<file path="config.mk">
export PLATFORM = sky130hd
export DESIGN_NAME = sysref_phase_tracker
export DESIGN_NICKNAME = d
export VERILOG_FILES = /design/src/rtl/fctrk_pkg.sv /design/src/rtl/fctrk_refcnt.sv /design/src/rtl/fctrk_qual.sv /design/src/rtl/fctrk_gate.sv /design/src/rtl/sysref_phase_tracker.sv
export SDC_FILE = /design/constraint.sdc
export NUM_CORES = 1
export LEC_CHECK = 0
export ABC_AREA = 1
export BUFFER_PORTS_ARGS = -buffer_cell sky130_fd_sc_hd__buf_2
export CAP_MARGIN = 15
export CORE_MARGIN = 8
export CORE_UTILIZATION = 45
export CTS_CLUSTER_DIAMETER = 100
export DETAILED_ROUTE_END_ITERATION = 8
export PLACE_DENSITY = 0.77
export SYNTH_ARGS = -nofsm -noshare
export SYNTH_HDL_FRONTEND = slang
export SYNTH_SLANG_ARGS = --single-unit
</file>
<file path="constraint.sdc">
create_clock -name clk -period 3.1 [get_ports clk]
set_clock_uncertainty 0.2 [all_clocks]
set_input_delay 0.31 -clock clk [delete_from_list [all_inputs] [get_ports clk]]
set_output_delay 0.31 -clock clk [all_outputs]
set_load 0.005 [all_outputs]
</file>
<file path="src/rtl/fctrk_pkg.sv">
package fctrk_pkg;

    // Line coding selector
    typedef enum logic {
        LM_8B10B  = 1'b0,
        LM_64B66B = 1'b1
    } lane_code_e;

    // Classification of one SYSREF alignment event at the counter
    typedef struct packed {
        logic seen;    // accepted event this cycle
        logic clean;   // event found phase at zero
        logic adjust;  // event forced a phase restart
    } sref_evt_t;

    // Clean events required before the status is raised
    localparam int unsigned CLEAN_NEEDED = 2;

    // Advance a phase value, wrapping at or beyond the last index
    function automatic int unsigned step_phase(input int unsigned cur,
                                               input int unsigned last);
        return (cur >= last) ? 0 : cur + 1;
    endfunction

endpackage

</file>
<file path="src/rtl/fctrk_refcnt.sv">
module fctrk_refcnt
    import fctrk_pkg::*;
#(
    parameter int PH_W = 10
) (
    input  logic            clk,
    input  logic            rst,
    input  logic            link_en,
    input  logic            align_en,
    input  logic            sysref_evt,
    input  logic [PH_W-1:0] len_m1,
    output logic [PH_W-1:0] phase,
    output sref_evt_t       evt
);

    logic [PH_W-1:0] phase_n;
    logic            at_zero;

    assign at_zero    = (phase == '0);
    assign evt.seen   = link_en & align_en & sysref_evt;
    assign evt.clean  = evt.seen & at_zero;
    assign evt.adjust = evt.seen & ~at_zero;

    always_comb begin
        if (evt.seen)
            phase_n = PH_W'(step_phase(0, 32'(len_m1)));
        else
            phase_n = PH_W'(step_phase(32'(phase), 32'(len_m1)));
    end

    always_ff @(posedge clk) begin
        if (rst || !link_en)
            phase <= '0;
        else
            phase <= phase_n;
    end

    // wrap at the programmed last index
    a_r2_wrap: assert property (@(posedge clk) disable iff (rst)
        (link_en && !evt.seen && phase >= len_m1) |=> (phase == '0));

    // plain advance below the last index
    a_r2_step: assert property (@(posedge clk) disable iff (rst)
        (link_en && !evt.seen && phase < len_m1) |=> (phase == $past(phase) + 1'b1));

    // an adjustment restarts the count from the event cycle
    a_r3_restart: assert property (@(posedge clk) disable iff (rst)
        evt.adjust |=> (phase == (($past(len_m1) == '0) ? '0 : PH_W'(1))));

endmodule

</file>
<file path="src/rtl/fctrk_qual.sv">
module fctrk_qual
    import fctrk_pkg::*;
#(
    parameter int NEED = CLEAN_NEEDED
) (
    input  logic      clk,
    input  logic      rst,
    input  logic      link_en,
    input  logic      clk_realign,
    input  sref_evt_t evt,
    output logic      aligned
);

    localparam int CW = $clog2(NEED + 1);

    logic [CW-1:0] clean_cnt;
    logic          drop;

    assign drop = clk_realign | evt.adjust;

    always_ff @(posedge clk) begin
        if (rst || !link_en) begin
            clean_cnt <= '0;
            aligned   <= 1'b0;
        end else if (drop) begin
            clean_cnt <= '0;
            aligned   <= 1'b0;
        end else if (evt.clean) begin
            if (clean_cnt >= CW'(NEED - 1)) begin
                clean_cnt <= CW'(NEED);
                aligned   <= 1'b1;
            end else begin
                clean_cnt <= clean_cnt + 1'b1;
            end
        end
    end

    // adjustment withdraws the status
    a_r3_clear: assert property (@(posedge clk) disable iff (rst)
        evt.adjust |=> !aligned);

    // supporting-clock realignment withdraws the status
    a_r5_realign: assert property (@(posedge clk) disable iff (rst)
        (link_en && clk_realign) |=> !aligned);

    // without an accepted event or realign the status holds
    a_r6_hold: assert property (@(posedge clk) disable iff (rst)
        (link_en && !evt.seen && !clk_realign) |=> $stable(aligned));

    // status rises only on a clean event
    a_r4_rise: assert property (@(posedge clk) disable iff (rst)
        $rose(aligned) |-> $past(evt.clean));

endmodule

</file>
<file path="src/rtl/fctrk_gate.sv">
module fctrk_gate
    import fctrk_pkg::*;
(
    input  logic       clk,
    input  logic       rst,
    input  logic       link_en,
    input  logic       subclass1,
    input  lane_code_e mode,
    input  logic       aligned,
    output logic       arrival_capture,
    output logic       ebuf_release,
    output logic       sync_release
);

    logic en_q;
    logic cap_done;
    logic permit;

    assign permit       = en_q & (~subclass1 | aligned);
    assign ebuf_release = permit;
    assign sync_release = permit & (mode == LM_8B10B);

    always_ff @(posedge clk) begin
        if (rst || !link_en) begin
            en_q            <= 1'b0;
            cap_done        <= 1'b0;
            arrival_capture <= 1'b0;
        end else begin
            en_q            <= 1'b1;
            arrival_capture <= 1'b0;
            if (permit && !cap_done) begin
                arrival_capture <= 1'b1;
                cap_done        <= 1'b1;
            end
        end
    end

    // the capture strobe lasts one cycle
    a_r9_single: assert property (@(posedge clk) disable iff (rst)
        arrival_capture |=> !arrival_capture);

    // the capture strobe follows a release permission
    a_r9_after_release: assert property (@(posedge clk) disable iff (rst)
        arrival_capture |-> $past(ebuf_release));

endmodule

</file>
<file path="src/rtl/sysref_phase_tracker.sv">
module sysref_phase_tracker
    import fctrk_pkg::*;
#(
    parameter int PH_W = 10
) (
    input  logic            clk,
    input  logic            rst,
    input  logic            link_en,
    input  logic            align_en,
    input  logic            subclass1,
    input  logic            mode_64b,
    input  logic [PH_W-1:0] mf_len_m1,
    input  logic            clk_realign,
    input  logic            sysref_evt,
    output logic [PH_W-1:0] phase,
    output logic            aligned,
    output logic            arrival_capture,
    output logic            ebuf_release,
    output logic            sync_release
);

    sref_evt_t  evt;
    lane_code_e mode;

    assign mode = mode_64b ? LM_64B66B : LM_8B10B;

    fctrk_refcnt #(.PH_W(PH_W)) u_refcnt (
        .clk        (clk),
        .rst        (rst),
        .link_en    (link_en),
        .align_en   (align_en),
        .sysref_evt (sysref_evt),
        .len_m1     (mf_len_m1),
        .phase      (phase),
        .evt        (evt)
    );

    fctrk_qual #(.NEED(CLEAN_NEEDED)) u_qual (
        .clk         (clk),
        .rst         (rst),
        .link_en     (link_en),
        .clk_realign (clk_realign),
        .evt         (evt),
        .aligned     (aligned)
    );

    fctrk_gate u_gate (
        .clk             (clk),
        .rst             (rst),
        .link_en         (link_en),
        .subclass1       (subclass1),
        .mode            (mode),
        .aligned         (aligned),
        .arrival_capture (arrival_capture),
        .ebuf_release    (ebuf_release),
        .sync_release    (sync_release)
    );

    // a low link enable returns everything to idle on the next edge
    a_r1_idle: assert property (@(posedge clk) disable iff (rst)
        !link_en |=> (phase == '0 && !aligned && !ebuf_release && !arrival_capture));

endmodule

</file>
## After elaboration in Yosys (flattened, before gate mapping)

Cells that the tools add are included.

- Bits in registers: 16

- Mux-type cells: 7
- Add/sub/neg operators: 2
- Reductions and logical operators: 7
- Order comparisons: 3
- Bitwise gates (word level): 11

Operators by type and width:

| operator | number |
|---|---|
| 10-bit 2-to-1 mux | 2 |
| 10-bit by 1-bit adder with 10-bit output (second input constant) | 1 |
| 1-bit by 10-bit greater-or-equal comparator with 1-bit output (first input constant) | 1 |
| 10-bit greater-or-equal comparator | 1 |
| 10-bit logical NOT | 1 |
| 1-bit AND | 6 |
| 1-bit 2-to-1 mux | 4 |
| 1-bit NOT | 3 |
| 2-bit by 1-bit adder with 2-bit output (second input constant) | 1 |
| 2-bit by 1-bit greater-or-equal comparator with 1-bit output (second input constant) | 1 |
| 1-bit logical NOT | 2 |
| 2-bit 2-to-1 mux | 1 |
| 1-bit OR | 2 |
| 2-bit AND reduction | 1 |
| 2-bit OR reduction | 1 |
| 1-bit logical AND | 1 |
| 1-bit logical OR | 1 |

## Longest topological paths before layout

- Depth in word-level cells: 5
- Gate-level depth with buffers: 9
- Mapped depth without buffers: 9

## Hierarchy

From an unflattened synthesis, not the netlist that was laid out.

- Cells, all modules: 150
- Area total of the unflattened synthesis: 1102.3 um^2

By module, submodules not included:

| module | area each (um^2) | cells each | instances | sequential area each (um^2) |
|---|---|---|---|---|
| fctrk_refcnt | 854.6 | 118 | 1 | 200.2 |
| fctrk_qual | 125.1 | 17 | 1 | 60.1 |
| fctrk_gate | 122.6 | 15 | 1 | 60.1 |

## Worst setup path after synthesis

Ideal clock, no wire load.

- Kind: register to register
- Start: reg u_refcnt.phase[5]
- End: reg u_refcnt.phase[6]
- Required time: 2833 ps
- Setup slack: 1548 ps
- Setup time: 67 ps
- Arrival: 1285 ps
- Period minus slack after synthesis: 1552 ps
- Stages on the path, launching flop included: 9
- Cell sequence: dfxtp_1 > ha_1 > nand2_1 > inv_1 > nand2_1 > nand2_1 > nand2_1 > nand4_4 > a21oi_2

- Longest elaborated chain between the ends: 3
- Elaborated cells on any way between the ends: 4
- Those cells by class: 1 x add/sub; 1 x order compare; 2 x mux

RTL lines:

| item | RTL line | text |
|---|---|---|
| start: declaration | fctrk_refcnt.sv:12 | `output logic [PH_W-1:0] phase,` |
| start signal: assignment | fctrk_refcnt.sv:35 | `phase <= phase_n;` |
| 10-bit by 1-bit adder with 10-bit output / 10-bit greater-or-equal comparator (equally long branches) | fctrk_pkg.sv:22 | `return (cur >= last) ? 0 : cur + 1;` |
| 10-bit 2-to-1 mux (*) | fctrk_pkg.sv:22 |  |
| 10-bit 2-to-1 mux (*) | fctrk_refcnt.sv:25 | `if (evt.seen)` |

Every way passes the cells marked *; elsewhere a longest branch is shown, timed or not.
A chain may end at the register's enable or synchronous reset.

## Worst setup path after layout

- Start: reg u_refcnt.phase[0]
- End: reg u_refcnt.phase[8]

Same word-level chain as after synthesis.

==> impl_metrics.csv <==
group,metric,value,unit
run_status,outcome,"finished, final reports clean",
synthesis,synth-simple-area-share,31.3,%
sta,setup_slack,1330,ps
cts,cts_max_path_buffers,2,
sta,worstMarginPinSlew,299,ps
global_route,grt_antenna_before_repair,0,
synthesis,synth-edff-count,0,
global_route,grt_max_degree,10,
placement,place_congestion,0.820,
cts,htree_levels,1,
synthesis,synth_area_leaders,"dfxtp_1 31%, ha_1 14%, inv_1 12%",
setup_path,required,3130,ps
sta,min_period,1770,ps
detailed_routing,avgViaCountPerCell,4.76,
global_route,gr-total-overflow,0,
detailed_routing,avgRoutedWirePerCell,11.6,um
cts,cts_tree,"done",
synthesis,yosysWarnings,0,
placement,dpl_worst_slack,1340,ps
detailed_routing,drc,0,
synthesis,synth_common_cells,"32 x inv_1, 29 x nand2_1, 26 x nor2_1, 16 x dfxtp_1, 12 x ha_1",
floorplan,die_area,4100,sq um
run,drv_cap,0,
synthesis,synthMuxAreaShare,0,%
layout,area_growth,20.7,%
setup_path,end_kind,"register",
synthesis,synth_top_area_share,30.8,%
synthesis,synthArstFlopShare,0,%
synthesis,synthAdderAreaFrac,14.4,%
detailed_routing,drtIter0Drc,27,
min_path,hold_path.class,"primary input to register",
cts,cts_root_buffer,"clkbuf_4",
sta,fmax,564,MHz
placement,dp_cells,208,
cts,cts_hold_buf,0,
pwr,fin_total_pwr,399,uW
sta,tns,0,ps
layout,layout-drive-gt1-share,20.7,%
setup_path,crit_arrival,1800,ps
setup_path,crit_start,"u_refcnt.phase[0]",
placement,portBuffers,31,
cts,clock_latency,290,ps
synthesis,seq_area_frac_synth,30.8,%
synthesis,ys_ff_latch,16,
pwr,leakage,0.674,nW
placement,dp_hpwl,1.96,mm
setup_path,startpoint_type,"register",
synthesis,yosysUniqueCellTypes,18,
synthesis,synth_ff_type,"dfxtp_1",
sta,hold_slack,86.8,ps
floorplan,dieWidth,64.1,um
synthesis,synth_xor_area_share,5.90,%
cts,cts_resized,0,
cts,clk_pin_slew,100,ps
detailed_routing,vias,1009,
cts,cts_sinks,16,
global_route,grt_pass1_wl,4.11,mm
synthesis,synth_top_family_by_area,"simple AND/OR/NAND/NOR gates",
cts,postCtsSetupRepairBufs,0,
global_route,grt_pass1_vias,941,
sta,maxSlewViolCount,0,
detailed_routing,wl,2.45,mm
sta,hold_viol,0,
floorplan,core_area,2190,sq um
floorplan,num_rows,17,
floorplan,ioPinCount,32,
synthesis,syn_inst,150,
layout,nets,215,
synthesis,avgSynthCellArea,6.93,sq um
detailed_routing,drt-pass1-iter-count,4,
sta,finalCritPeriodShare,57.2,%
synthesis,syn-cell-area,1040,sq um
layout,instances_no_fill,212,
sta,relSlewSlack,80.1,%
setup_path,crit_fanout,9,
synthesis,syn-num-nets,180,
detailed_routing,ant_nets,0,
setup_path,worstReg2RegStart,"u_refcnt.phase[0]",
setup_path,critical_path_class,"register to register",
setup_path,r2r_setup_slack,1330,ps
synthesis,synth.most_common_cell,"inv_1",
min_path,min_from,"clk_realign",
synthesis,synth_compound_area_share,4.93,%
pwr,power.density,318,nW/um^2
layout,antenna_cells,0,
global_route,grtUsageTotal,12.1,%
pwr,ir_worst_vdd,0.254,mV
synthesis,yosys.area.top_type,"dfxtp_1",
sta,setup_viol,0,
floorplan,start_util,47.5,%
floorplan,die_h,64.1,um
sta,rsz0062_at_grt,"no",
cts,cts_buffers,3,
worst paths after layout:
| path | depth (start not counted) | end |
|---|---|---|
| worst max-delay path | 9 | u_refcnt.phase[8] |
| worst min-delay path | 4 | u_qual.clean_cnt[0] |
| worst max register to register | 9 | u_refcnt.phase[8] |
| worst min register to register | 1 | u_gate.arrival_capture |
registers in the layout, indices dropped and copies added, names as in the netlist:
name / flops
u_refcnt.phase: 10
u_qual.clean_cnt: 2
u_gate.arrival_capture: 1
u_gate.cap_done: 1
u_gate.en_q: 1
u_qual.aligned: 1
critical path, stage by stage, from the launching register on:
cell     delay [ps]
dfxtp_1         450
inv_1           130
ha_1            290
inv_1            60
nand2_1          40
nand2_1          50
nand2_1          50
nand3_1         120
nand4_4         170
nor2_1          160
logic make-up (layout without fill, tap and decap cells):
kind of cell,count (synthesis),after routing
and+or+nand+nor,73,73
AOI/OAI and AO/OA,9,9
buffers and inverters,33,67
xor gates and xnor gates,7,7
adders and majority gates,12,12
DFF,16,16
layer usage:
| layer | GRT usage [%] | vias up | wire length, um |
|---|---|---|---|
| met4 | 4.18 | 0 | 32 |
| li1 | - | 530 | - |
| met3 | 4.53 | 7 | 193 |
| met2 | 21.1 | 34 | 1170 |
| met1 | 13.0 | 438 | 1060 |
| met5 | 0 | - | 0 |
metrics by stage:
| stage | utilization (%) | cell area (sq um) |
|---|---|---|
| floorplan | - | 1040 |
| global placement | 55.6 | 1220 |
| finish | 57.3 | 1250 |
| CTS | 57.3 | 1250 |
| global route | 57.3 | 1250 |
| detailed placement | 55.6 | 1220 |
layout by cell type, fill, tap and decap left out, types with 2 or more instances in the layout:
cell type / synthesis / final
inv_1: 32 / 32
buf_2: 0 / 31
nand2_1: 29 / 29
nor2_1: 26 / 26
dfxtp_1: 16 / 16
ha_1: 12 / 12
nand3_1: 9 / 9
xor2_1: 6 / 6
a21oi_1: 5 / 5
nand4_1: 4 / 4
clkbuf_4: 0 / 3
nor3_1: 2 / 2
o21ai_0: 2 / 2
power by group:
group	switching (mW)	internal [mW]	total [mW]
combinational	0.0278	0.0223	0.0501
sequential	0.00258	0.208	0.211
clock	0.0665	0.0715	0.138
total	0.0969	0.302	0.399
final cells by class:
type,count,area (sq um)
clock buffers,4,36.3
fillers,219,936
inverters,32,120
multi-input cells,101,588
flip-flops and latches,16,320
well taps,28,35.0
repair buffers,31,155
Note: power is estimated with default switching activity, not from simulation.
